$ cat src/rtl/asram_pkg.sv
package asram_pkg;

    localparam int unsigned WORD_AW = 19;
    localparam int unsigned WORD_DW = 16;
    localparam int unsigned LANES   = 2;
    localparam int unsigned LANE_W  = WORD_DW / LANES;

    typedef enum logic [2:0] {
        PH_IDLE,
        PH_TURN,
        PH_WSET,
        PH_WPUL,
        PH_WREC,
        PH_RACC
    } phase_e;

    typedef struct packed {
        logic               is_write;
        logic [LANES-1:0]   lanes;
        logic [WORD_AW-1:0] addr;
        logic [WORD_DW-1:0] wdata;
    } xfer_t;

    // ceiling of t/clk, at least one cycle
    function automatic int unsigned ns_to_cycles(input int unsigned t_ns,
                                                 input int unsigned clk_ns);
        int unsigned q;
        q = (t_ns + clk_ns - 1) / clk_ns;
        return (q == 0) ? 1 : q;
    endfunction

    function automatic int unsigned max2(input int unsigned a, input int unsigned b);
        return (a > b) ? a : b;
    endfunction

endpackage

$ cat src/rtl/asram_phase_timer.sv
module asram_phase_timer #(
    parameter int unsigned CW = 3
) (
    input  logic          clk,
    input  logic          rst,
    input  logic          load,
    input  logic [CW-1:0] load_val,
    output logic [CW-1:0] remain,
    output logic          expired
);

    always_ff @(posedge clk) begin
        if (rst) begin
            remain <= '0;
        end else if (load) begin
            remain <= load_val;
        end else if (remain != '0) begin
            remain <= remain - 1'b1;
        end
    end

    assign expired = (remain == '0);

endmodule

$ cat src/rtl/asram_sequencer.sv
module asram_sequencer
    import asram_pkg::*;
#(
    parameter int unsigned CW      = 3,
    parameter int unsigned PUL_LEN = 5,
    parameter int unsigned REC_LEN = 1,
    parameter int unsigned RD_LEN  = 6
) (
    input  logic          clk,
    input  logic          rst,
    input  logic          start,
    input  logic          start_wr,
    input  logic          expired,
    output phase_e        phase,
    output logic          load,
    output logic [CW-1:0] load_val,
    output logic          wr_fin,
    output logic          rd_fin
);

    localparam logic [CW-1:0] PUL_LAST = CW'(PUL_LEN - 1);
    localparam logic [CW-1:0] REC_LAST = CW'(REC_LEN - 1);
    localparam logic [CW-1:0] RD_LAST  = CW'(RD_LEN - 1);

    phase_e nxt;
    logic   after_rd;

    always_comb begin
        nxt      = phase;
        load     = 1'b0;
        load_val = '0;
        wr_fin   = 1'b0;
        rd_fin   = 1'b0;
        unique case (phase)
            PH_IDLE: begin
                if (start) begin
                    load = 1'b1;
                    if (start_wr) begin
                        nxt = after_rd ? PH_TURN : PH_WSET;
                    end else begin
                        nxt      = PH_RACC;
                        load_val = RD_LAST;
                    end
                end
            end
            PH_TURN: begin
                if (expired) begin
                    nxt  = PH_WSET;
                    load = 1'b1;
                end
            end
            PH_WSET: begin
                if (expired) begin
                    nxt      = PH_WPUL;
                    load     = 1'b1;
                    load_val = PUL_LAST;
                end
            end
            PH_WPUL: begin
                if (expired) begin
                    nxt      = PH_WREC;
                    load     = 1'b1;
                    load_val = REC_LAST;
                end
            end
            PH_WREC: begin
                if (expired) begin
                    nxt    = PH_IDLE;
                    wr_fin = 1'b1;
                end
            end
            PH_RACC: begin
                if (expired) begin
                    nxt    = PH_IDLE;
                    rd_fin = 1'b1;
                end
            end
            default: nxt = PH_IDLE;
        endcase
    end

    always_ff @(posedge clk) begin
        if (rst) begin
            phase    <= PH_IDLE;
            after_rd <= 1'b0;
        end else begin
            phase <= nxt;
            if (rd_fin) begin
                after_rd <= 1'b1;
            end else if (phase == PH_WSET) begin
                after_rd <= 1'b0;
            end
        end
    end

    // a completion is never reported while a new request is being taken
    a_r6_fin_idle: assert property (@(posedge clk) disable iff (rst)
        (wr_fin || rd_fin) |=> (phase == PH_IDLE));

endmodule

$ cat src/rtl/asram_lane_path.sv
module asram_lane_path
    import asram_pkg::*;
(
    input  logic               clk,
    input  logic               rst,
    input  logic               take,
    input  xfer_t              xin,
    input  logic               grab,
    input  logic [WORD_DW-1:0] dq_in,
    output logic [WORD_AW-1:0] addr,
    output logic [LANES-1:0]   lanes,
    output logic [WORD_DW-1:0] wdata,
    output logic [WORD_DW-1:0] rdata
);

    logic held_wr;

    always_ff @(posedge clk) begin
        if (rst) begin
            addr    <= '0;
            lanes   <= '0;
            wdata   <= '0;
            held_wr <= 1'b0;
        end else if (take) begin
            addr    <= xin.addr;
            lanes   <= xin.lanes;
            wdata   <= xin.wdata;
            held_wr <= xin.is_write;
        end
    end

    for (genvar g = 0; g < LANES; g++) begin : g_lane
        logic [LANE_W-1:0] byte_q;
        always_ff @(posedge clk) begin
            if (rst) begin
                byte_q <= '0;
            end else if (grab && !held_wr) begin
                byte_q <= lanes[g] ? dq_in[g*LANE_W +: LANE_W] : '0;
            end
        end
        assign rdata[g*LANE_W +: LANE_W] = byte_q;
    end

    // the held request only changes when a new one is taken
    a_r4_hold_stable: assert property (@(posedge clk) disable iff (rst)
        !$past(take) |-> ($stable(addr) && $stable(lanes) && $stable(wdata)));

endmodule

$ cat src/rtl/asram_lane_ctrl.sv
module asram_lane_ctrl
    import asram_pkg::*;
#(
    parameter int unsigned CLK_NS  = 10,
    parameter int unsigned T_WC_NS = 55,
    parameter int unsigned T_WP_NS = 35,
    parameter int unsigned T_DW_NS = 25,
    parameter int unsigned T_WZ_NS = 20,
    parameter int unsigned T_AA_NS = 55,
    parameter int unsigned T_OE_NS = 25
) (
    input  logic               clk,
    input  logic               rst,
    input  logic               req_valid,
    output logic               req_ready,
    input  logic               req_write,
    input  logic [WORD_AW-1:0] req_addr,
    input  logic [WORD_DW-1:0] req_wdata,
    input  logic [LANES-1:0]   req_mask,
    output logic               rsp_ack,
    output logic [WORD_DW-1:0] rsp_rdata,
    output logic [WORD_AW-1:0] mem_addr,
    output logic               mem_cs_n,
    output logic               mem_we_n,
    output logic               mem_oe_n,
    output logic               mem_lb_n,
    output logic               mem_ub_n,
    output logic [WORD_DW-1:0] mem_dq_out,
    output logic               mem_dq_oe,
    input  logic [WORD_DW-1:0] mem_dq_in
);

    localparam int unsigned WC_CYC   = ns_to_cycles(T_WC_NS, CLK_NS);
    localparam int unsigned WP_CYC   = ns_to_cycles(T_WP_NS, CLK_NS);
    localparam int unsigned DW_CYC   = ns_to_cycles(T_DW_NS, CLK_NS);
    localparam int unsigned WZ_CYC   = ns_to_cycles(T_WZ_NS, CLK_NS);
    localparam int unsigned AA_CYC   = ns_to_cycles(T_AA_NS, CLK_NS);
    localparam int unsigned OE_CYC   = ns_to_cycles(T_OE_NS, CLK_NS);
    localparam int unsigned PUL_CYC  = max2(WP_CYC, WZ_CYC + DW_CYC);
    localparam int unsigned REC_CYC  = (WC_CYC > PUL_CYC + 1) ? (WC_CYC - PUL_CYC - 1) : 1;
    localparam int unsigned RD_CYC   = max2(AA_CYC, OE_CYC);
    localparam int unsigned SPAN     = max2(max2(PUL_CYC, REC_CYC), RD_CYC);
    localparam int unsigned CW       = $clog2(SPAN + 1);
    localparam int unsigned DRV_LAST = PUL_CYC - 1 - WZ_CYC;
    localparam int unsigned RUN_W    = 8;

    phase_e             phase;
    logic               accept;
    logic               tmr_load;
    logic [CW-1:0]      tmr_val;
    logic [CW-1:0]      tmr_left;
    logic               tmr_zero;
    logic               wr_fin;
    logic               rd_fin;
    xfer_t              req_x;
    logic [LANES-1:0]   hold_lanes;
    logic [LANES-1:0]   lane_n;
    logic               sel_chip;

    assign req_ready = (phase == PH_IDLE);
    assign accept    = req_valid && req_ready;

    always_comb begin
        req_x.is_write = req_write;
        req_x.lanes    = req_mask;
        req_x.addr     = req_addr;
        req_x.wdata    = req_wdata;
    end

    asram_sequencer #(
        .CW     (CW),
        .PUL_LEN(PUL_CYC),
        .REC_LEN(REC_CYC),
        .RD_LEN (RD_CYC)
    ) u_seq (
        .clk     (clk),
        .rst     (rst),
        .start   (accept),
        .start_wr(req_write),
        .expired (tmr_zero),
        .phase   (phase),
        .load    (tmr_load),
        .load_val(tmr_val),
        .wr_fin  (wr_fin),
        .rd_fin  (rd_fin)
    );

    asram_phase_timer #(.CW(CW)) u_tmr (
        .clk     (clk),
        .rst     (rst),
        .load    (tmr_load),
        .load_val(tmr_val),
        .remain  (tmr_left),
        .expired (tmr_zero)
    );

    asram_lane_path u_lanes (
        .clk  (clk),
        .rst  (rst),
        .take (accept),
        .xin  (req_x),
        .grab (rd_fin),
        .dq_in(mem_dq_in),
        .addr (mem_addr),
        .lanes(hold_lanes),
        .wdata(mem_dq_out),
        .rdata(rsp_rdata)
    );

    always_ff @(posedge clk) begin
        if (rst) begin
            rsp_ack <= 1'b0;
        end else begin
            rsp_ack <= wr_fin || rd_fin;
        end
    end

    // pin decode
    assign sel_chip = (phase == PH_WSET) || (phase == PH_WPUL) || (phase == PH_RACC);
    assign mem_cs_n = !sel_chip;
    assign mem_we_n = (phase != PH_WPUL);
    assign mem_oe_n = (phase != PH_RACC);

    for (genvar g = 0; g < LANES; g++) begin : g_en
        assign lane_n[g] = !(sel_chip && hold_lanes[g]);
    end
    assign mem_lb_n = lane_n[0];
    assign mem_ub_n = lane_n[1];

    // drive only once the memory has had its release time after the strobe fell
    assign mem_dq_oe = (phase == PH_WPUL) && (tmr_left <= CW'(DRV_LAST));

    // run counters used by the checks below
    logic [RUN_W-1:0] we_lo_run;
    logic [RUN_W-1:0] drv_run;
    logic [2:0]       cs_hi_run;
    logic             rd_mark;

    always_ff @(posedge clk) begin
        if (rst) begin
            we_lo_run <= '0;
            drv_run   <= '0;
            cs_hi_run <= '0;
            rd_mark   <= 1'b0;
        end else begin
            we_lo_run <= !mem_we_n ? ((we_lo_run == '1) ? we_lo_run : we_lo_run + 1'b1) : '0;
            drv_run   <= mem_dq_oe ? ((drv_run == '1) ? drv_run : drv_run + 1'b1) : '0;
            cs_hi_run <= mem_cs_n ? ((cs_hi_run == '1) ? cs_hi_run : cs_hi_run + 1'b1) : '0;
            if (!mem_oe_n) begin
                rd_mark <= 1'b1;
            end else if (!mem_cs_n) begin
                rd_mark <= 1'b0;
            end
        end
    end

    a_r1_reset_exit: assert property (@(posedge clk) disable iff (rst)
        $past(rst) |-> (mem_cs_n && mem_we_n && mem_oe_n && !mem_dq_oe && req_ready && !rsp_ack));

    a_r3_pulse_width: assert property (@(posedge clk) disable iff (rst)
        $rose(mem_we_n) |-> (we_lo_run >= RUN_W'(WP_CYC)));

    a_r3_data_setup: assert property (@(posedge clk) disable iff (rst)
        $rose(mem_we_n) |-> (drv_run >= RUN_W'(DW_CYC)));

    a_r4_addr_hold: assert property (@(posedge clk) disable iff (rst)
        (!mem_cs_n && !mem_we_n && $past(!mem_cs_n && !mem_we_n))
        |-> ($stable(mem_addr) && $stable(mem_lb_n) && $stable(mem_ub_n)));

    a_r5_read_shape: assert property (@(posedge clk) disable iff (rst)
        !mem_oe_n |-> (mem_we_n && !mem_cs_n && !mem_dq_oe));

    a_r6_ack_single: assert property (@(posedge clk) disable iff (rst)
        rsp_ack |=> !rsp_ack);

    a_r7_drive_gap: assert property (@(posedge clk) disable iff (rst)
        mem_dq_oe |-> (!mem_we_n && mem_oe_n && (we_lo_run >= RUN_W'(WZ_CYC))));

    a_r8_turnaround: assert property (@(posedge clk) disable iff (rst)
        (rd_mark && $fell(mem_cs_n) && mem_oe_n) |-> (cs_hi_run >= 3'd2));

endmodule

$ cat config.mk
export PLATFORM = sky130hd
export DESIGN_NAME = asram_lane_ctrl
export DESIGN_NICKNAME = d
export VERILOG_FILES = /design/src/rtl/asram_pkg.sv /design/src/rtl/asram_phase_timer.sv /design/src/rtl/asram_sequencer.sv /design/src/rtl/asram_lane_path.sv /design/src/rtl/asram_lane_ctrl.sv
export SDC_FILE = /design/constraint.sdc
export NUM_CORES = 1
export LEC_CHECK = 0
export BUFFER_PORTS_ARGS = -buffer_cell sky130_fd_sc_hd__buf_4
export CAP_MARGIN = 10
export CORE_MARGIN = 3
export CORE_UTILIZATION = 47
export DETAILED_ROUTE_END_ITERATION = 10
export GPL_ROUTABILITY_DRIVEN = 0
export GPL_TIMING_DRIVEN = 0
export PLACE_DENSITY = 0.86
export REMOVE_ABC_BUFFERS = 1
export SETUP_SLACK_MARGIN = 0.4
export SLEW_MARGIN = 30
export SYNTH_ARGS = -nofsm -noshare
export SYNTH_HDL_FRONTEND = slang
export SYNTH_HIERARCHICAL = 1
export SYNTH_SLANG_ARGS = --single-unit
export TNS_END_PERCENT = 10
$ cat constraint.sdc
create_clock -name clk -period 2.4 [get_ports clk]
set_input_delay 0.48 -clock clk [delete_from_list [all_inputs] [get_ports clk]]
set_output_delay 0.48 -clock clk [all_outputs]
set_load 0.1 [all_outputs]
==> metrics.cfg <==
[floorplan]
die-area_um2=6699
die_h_um=81.85
core_um2=5335
rows=26
start_util=0.5068
ios=116
die_x_um=81.85

[yosys]
yosysSeqAreaShare=0.4590
ys_seq_elements=62
synth_cell_types=42
syn_area_um2=2704
yosysWarningCount=6
async_reset_ff_frac=0
syn_area_per_cell_um2=9.941
synth-edff-count=0
synthCells=272
synthFlopType=dfxtp_1

[power_and_ir_drop]
leakagePower_nw=1.702
powerDensity_nw_per_um2=1234
peakVddDrop_uv=836.3

[placed_design]
place_hpwl_um=4566
place.port_buffers=115
pre_cts_ws_ns=0.003115

[critical_path]
r2r_cells=7
path_cells=and2b_2 > o21ai_2 > buf_6
cp-end-kind=primary output
cp_top_family=flip-flops
max_stage_delay_ns=0.45
cp-start-kind=flop
cpMaxStageDelayCell=dfxtp_4
critical_path_buf_inv_count=1
r2r_slack_ns=0.51
crit_arrival_ns=1.47
crit_fanout=14
cp.required_ns=1.92
path_depth=3
critPathKind=reg2out

[sta]
drv_slew=0
skew_ns=0.008014
max_freq_ghz=0.5135
setup_violations=0
fin_crit_sh=0.8114
worst_slew_pin_slew_ns=0.7001
hold_ws_ns=0.3927
timing.final.hold_violations=0
post-route-min-period_ns=1.947
rsz0062_at_grt=true
max-slew-margin-rel=0.5333
setup_ws_ns=0.4525

[final_layout]
seqCellArea_um2=1252
final_cell_mix=buf_4 (118), dfxtp_1 (59), nor2_1 (42)
final_common_cell=buf_4
layout-drive-gt1-share=0.4706
antenna_cells=0
syn2layout_area_growth_pct=45.26
nFillCells=398
nets=446
multi_input_area_um2=1323

[routing]
vias=2356
avgRoutedWirePerCell_um=14.98
drtPass1Iterations=4
ant_nets=0
drc=0
vias_per_cell=5.111
drtIter0Drc=101
drt_wl_total_um=6907

[status]
outcome=complete, no violations

[clock_network]
cts_max_level=3
cts-root-buf=clkbuf_8
clkSinkCount=62
cts.clk_slew.worst_paths_ns=0.07
cts_tree=done
clk_path_buf_depth=2
holdBufCountCts=0
cts-buffers-inserted=9
clkLatencyLatePin_ns=0.32

[global_routing]
overflow=0
grt_max_degree=63
first_global_vias=2318
antenna_found_initial=0
grt_usage=0.2001
grt_pass1_wl_um=10420

[flow_run]
drv.max_cap_violation_count=0

[min_path]
holdPathStages=3
worst_hold_path_type=in2reg

-- power breakdown --
part / internal [W] / switching, W
registers: 0.00120 / 0.000184
logic: 0.000861 / 0.00166
clock network: 0.000557 / 0.000376
-- worst register-to-register path, cell delays in order (launching register included) --
cell	delay [ns]
dfxtp_4	0.40
nor3_4	0.23
and2_4	0.24
buf_16	0.16
nand2_1	0.10
a21oi_4	0.24
nor2b_1	0.09
a2111oi_2	0.33
-- per-layer routing --
layer,track usage,wire length [um],up-vias,share of wire
met3,0.06689,673,9,0.097
met4,0.07807,72,0,0.010
li1,-,-,1147,-
met1,0.2277,2775,1103,0.40
met2,0.3441,3385,97,0.49
met5,0,0,-,0
-- sequential cells by signal (all words and copies together) (netlist names) --
| name | cells |
|---|---|
| rsp_ack | 1 |
| u_lanes/addr | 19 |
| u_lanes/g_lane.byte_q | 16 |
| u_lanes/held_wr | 1 |
| u_lanes/lanes | 2 |
| u_lanes/wdata | 16 |
| u_seq/after_rd | 1 |
| u_seq/phase | 3 |
| u_tmr/remain | 3 |
-- worst paths after layout --
path / endpoint / startpoint
worst min-delay path: u_lanes/addr[3] / req_addr[3]
worst max-delay path: mem_ub_n / u_seq/phase[2]
worst min register to register: u_lanes/g_lane[1].byte_q[0] / u_lanes/g_lane[1].byte_q[0]
worst max register to register: u_tmr/remain[1] / u_seq/phase[2]
-- metrics by stage --
step | instance area (um^2) | total power, W | util | TNS (ns) | cells
after floorplan | 2540 | 0.003134 | - | -58.76 | 251
after global placement | 3491 | 0.003585 | 0.6543 | -38.08 | 436
after detailed placement | 3523 | 0.003639 | 0.6604 | 0 | 437
after CTS | 3814 | 0.004684 | 0.7148 | 0 | 455
after global routing | 3928 | 0.005074 | 0.7362 | 0 | 461
final | 3928 | 0.004846 | 0.7362 | 0 | 461
-- timing repair --
| action | in CTS | in global routing |
|---|---|---|
| resized for setup | 7 | 14 |
| setup endpoints to repair | 24 | 24 |
| pin swaps | 0 | 2 |
| buffers inserted | 2 | 5 |
| cloned | 1 | 1 |
-- final cells by class --
type,count,area share
Timing Repair Buffer,125,0.2619
Inverter,7,0.007327
Tap cell,70,0.02230
Clock inverter,3,0.01083
Clock buffer,12,0.04205
Multi-Input combinational cell,182,0.3367
Sequential cell,62,0.3189
-- synthesized netlist by cell type, types with 2 or more instances --
master	n	area [um^2]
inv_1	7	26.28
buf_6	4	45.04
nand3b_1	2	15.01
a2111oi_1	2	20.02
clkbuf_1	3	11.26
buf_4	9	67.56
dfxtp_1	62	1241
nor3b_1	2	15.01
o21ai_2	3	26.28
a21oi_2	10	87.58
nand3_1	9	45.04
nand3_2	10	100.1
a21oi_1	8	40.04
nand2_1	19	71.32
mux2i_1	38	380.4
nor2b_1	6	37.54
nor4b_1	2	17.52
nor3_1	2	10.01
nand2b_1	4	25.02
buf_2	4	20.02
ha_1	2	25.02
nor2_1	43	161.4
a311oi_2	2	30.03
-- kinds of logic after synthesis --
group / count (synthesis) / synth area share
flops: 62 / 0.4590
other cells: 1 / 0.001387
mux: 38 / 0.1407
fa+ha+maj: 2 / 0.009253
compound gates: 32 / 0.09903
buf+inv: 28 / 0.07034
simple gates: 108 / 0.2170
xor+xnor: 1 / 0.003240
No activity file was read; power rests on OpenSTA's default activity.
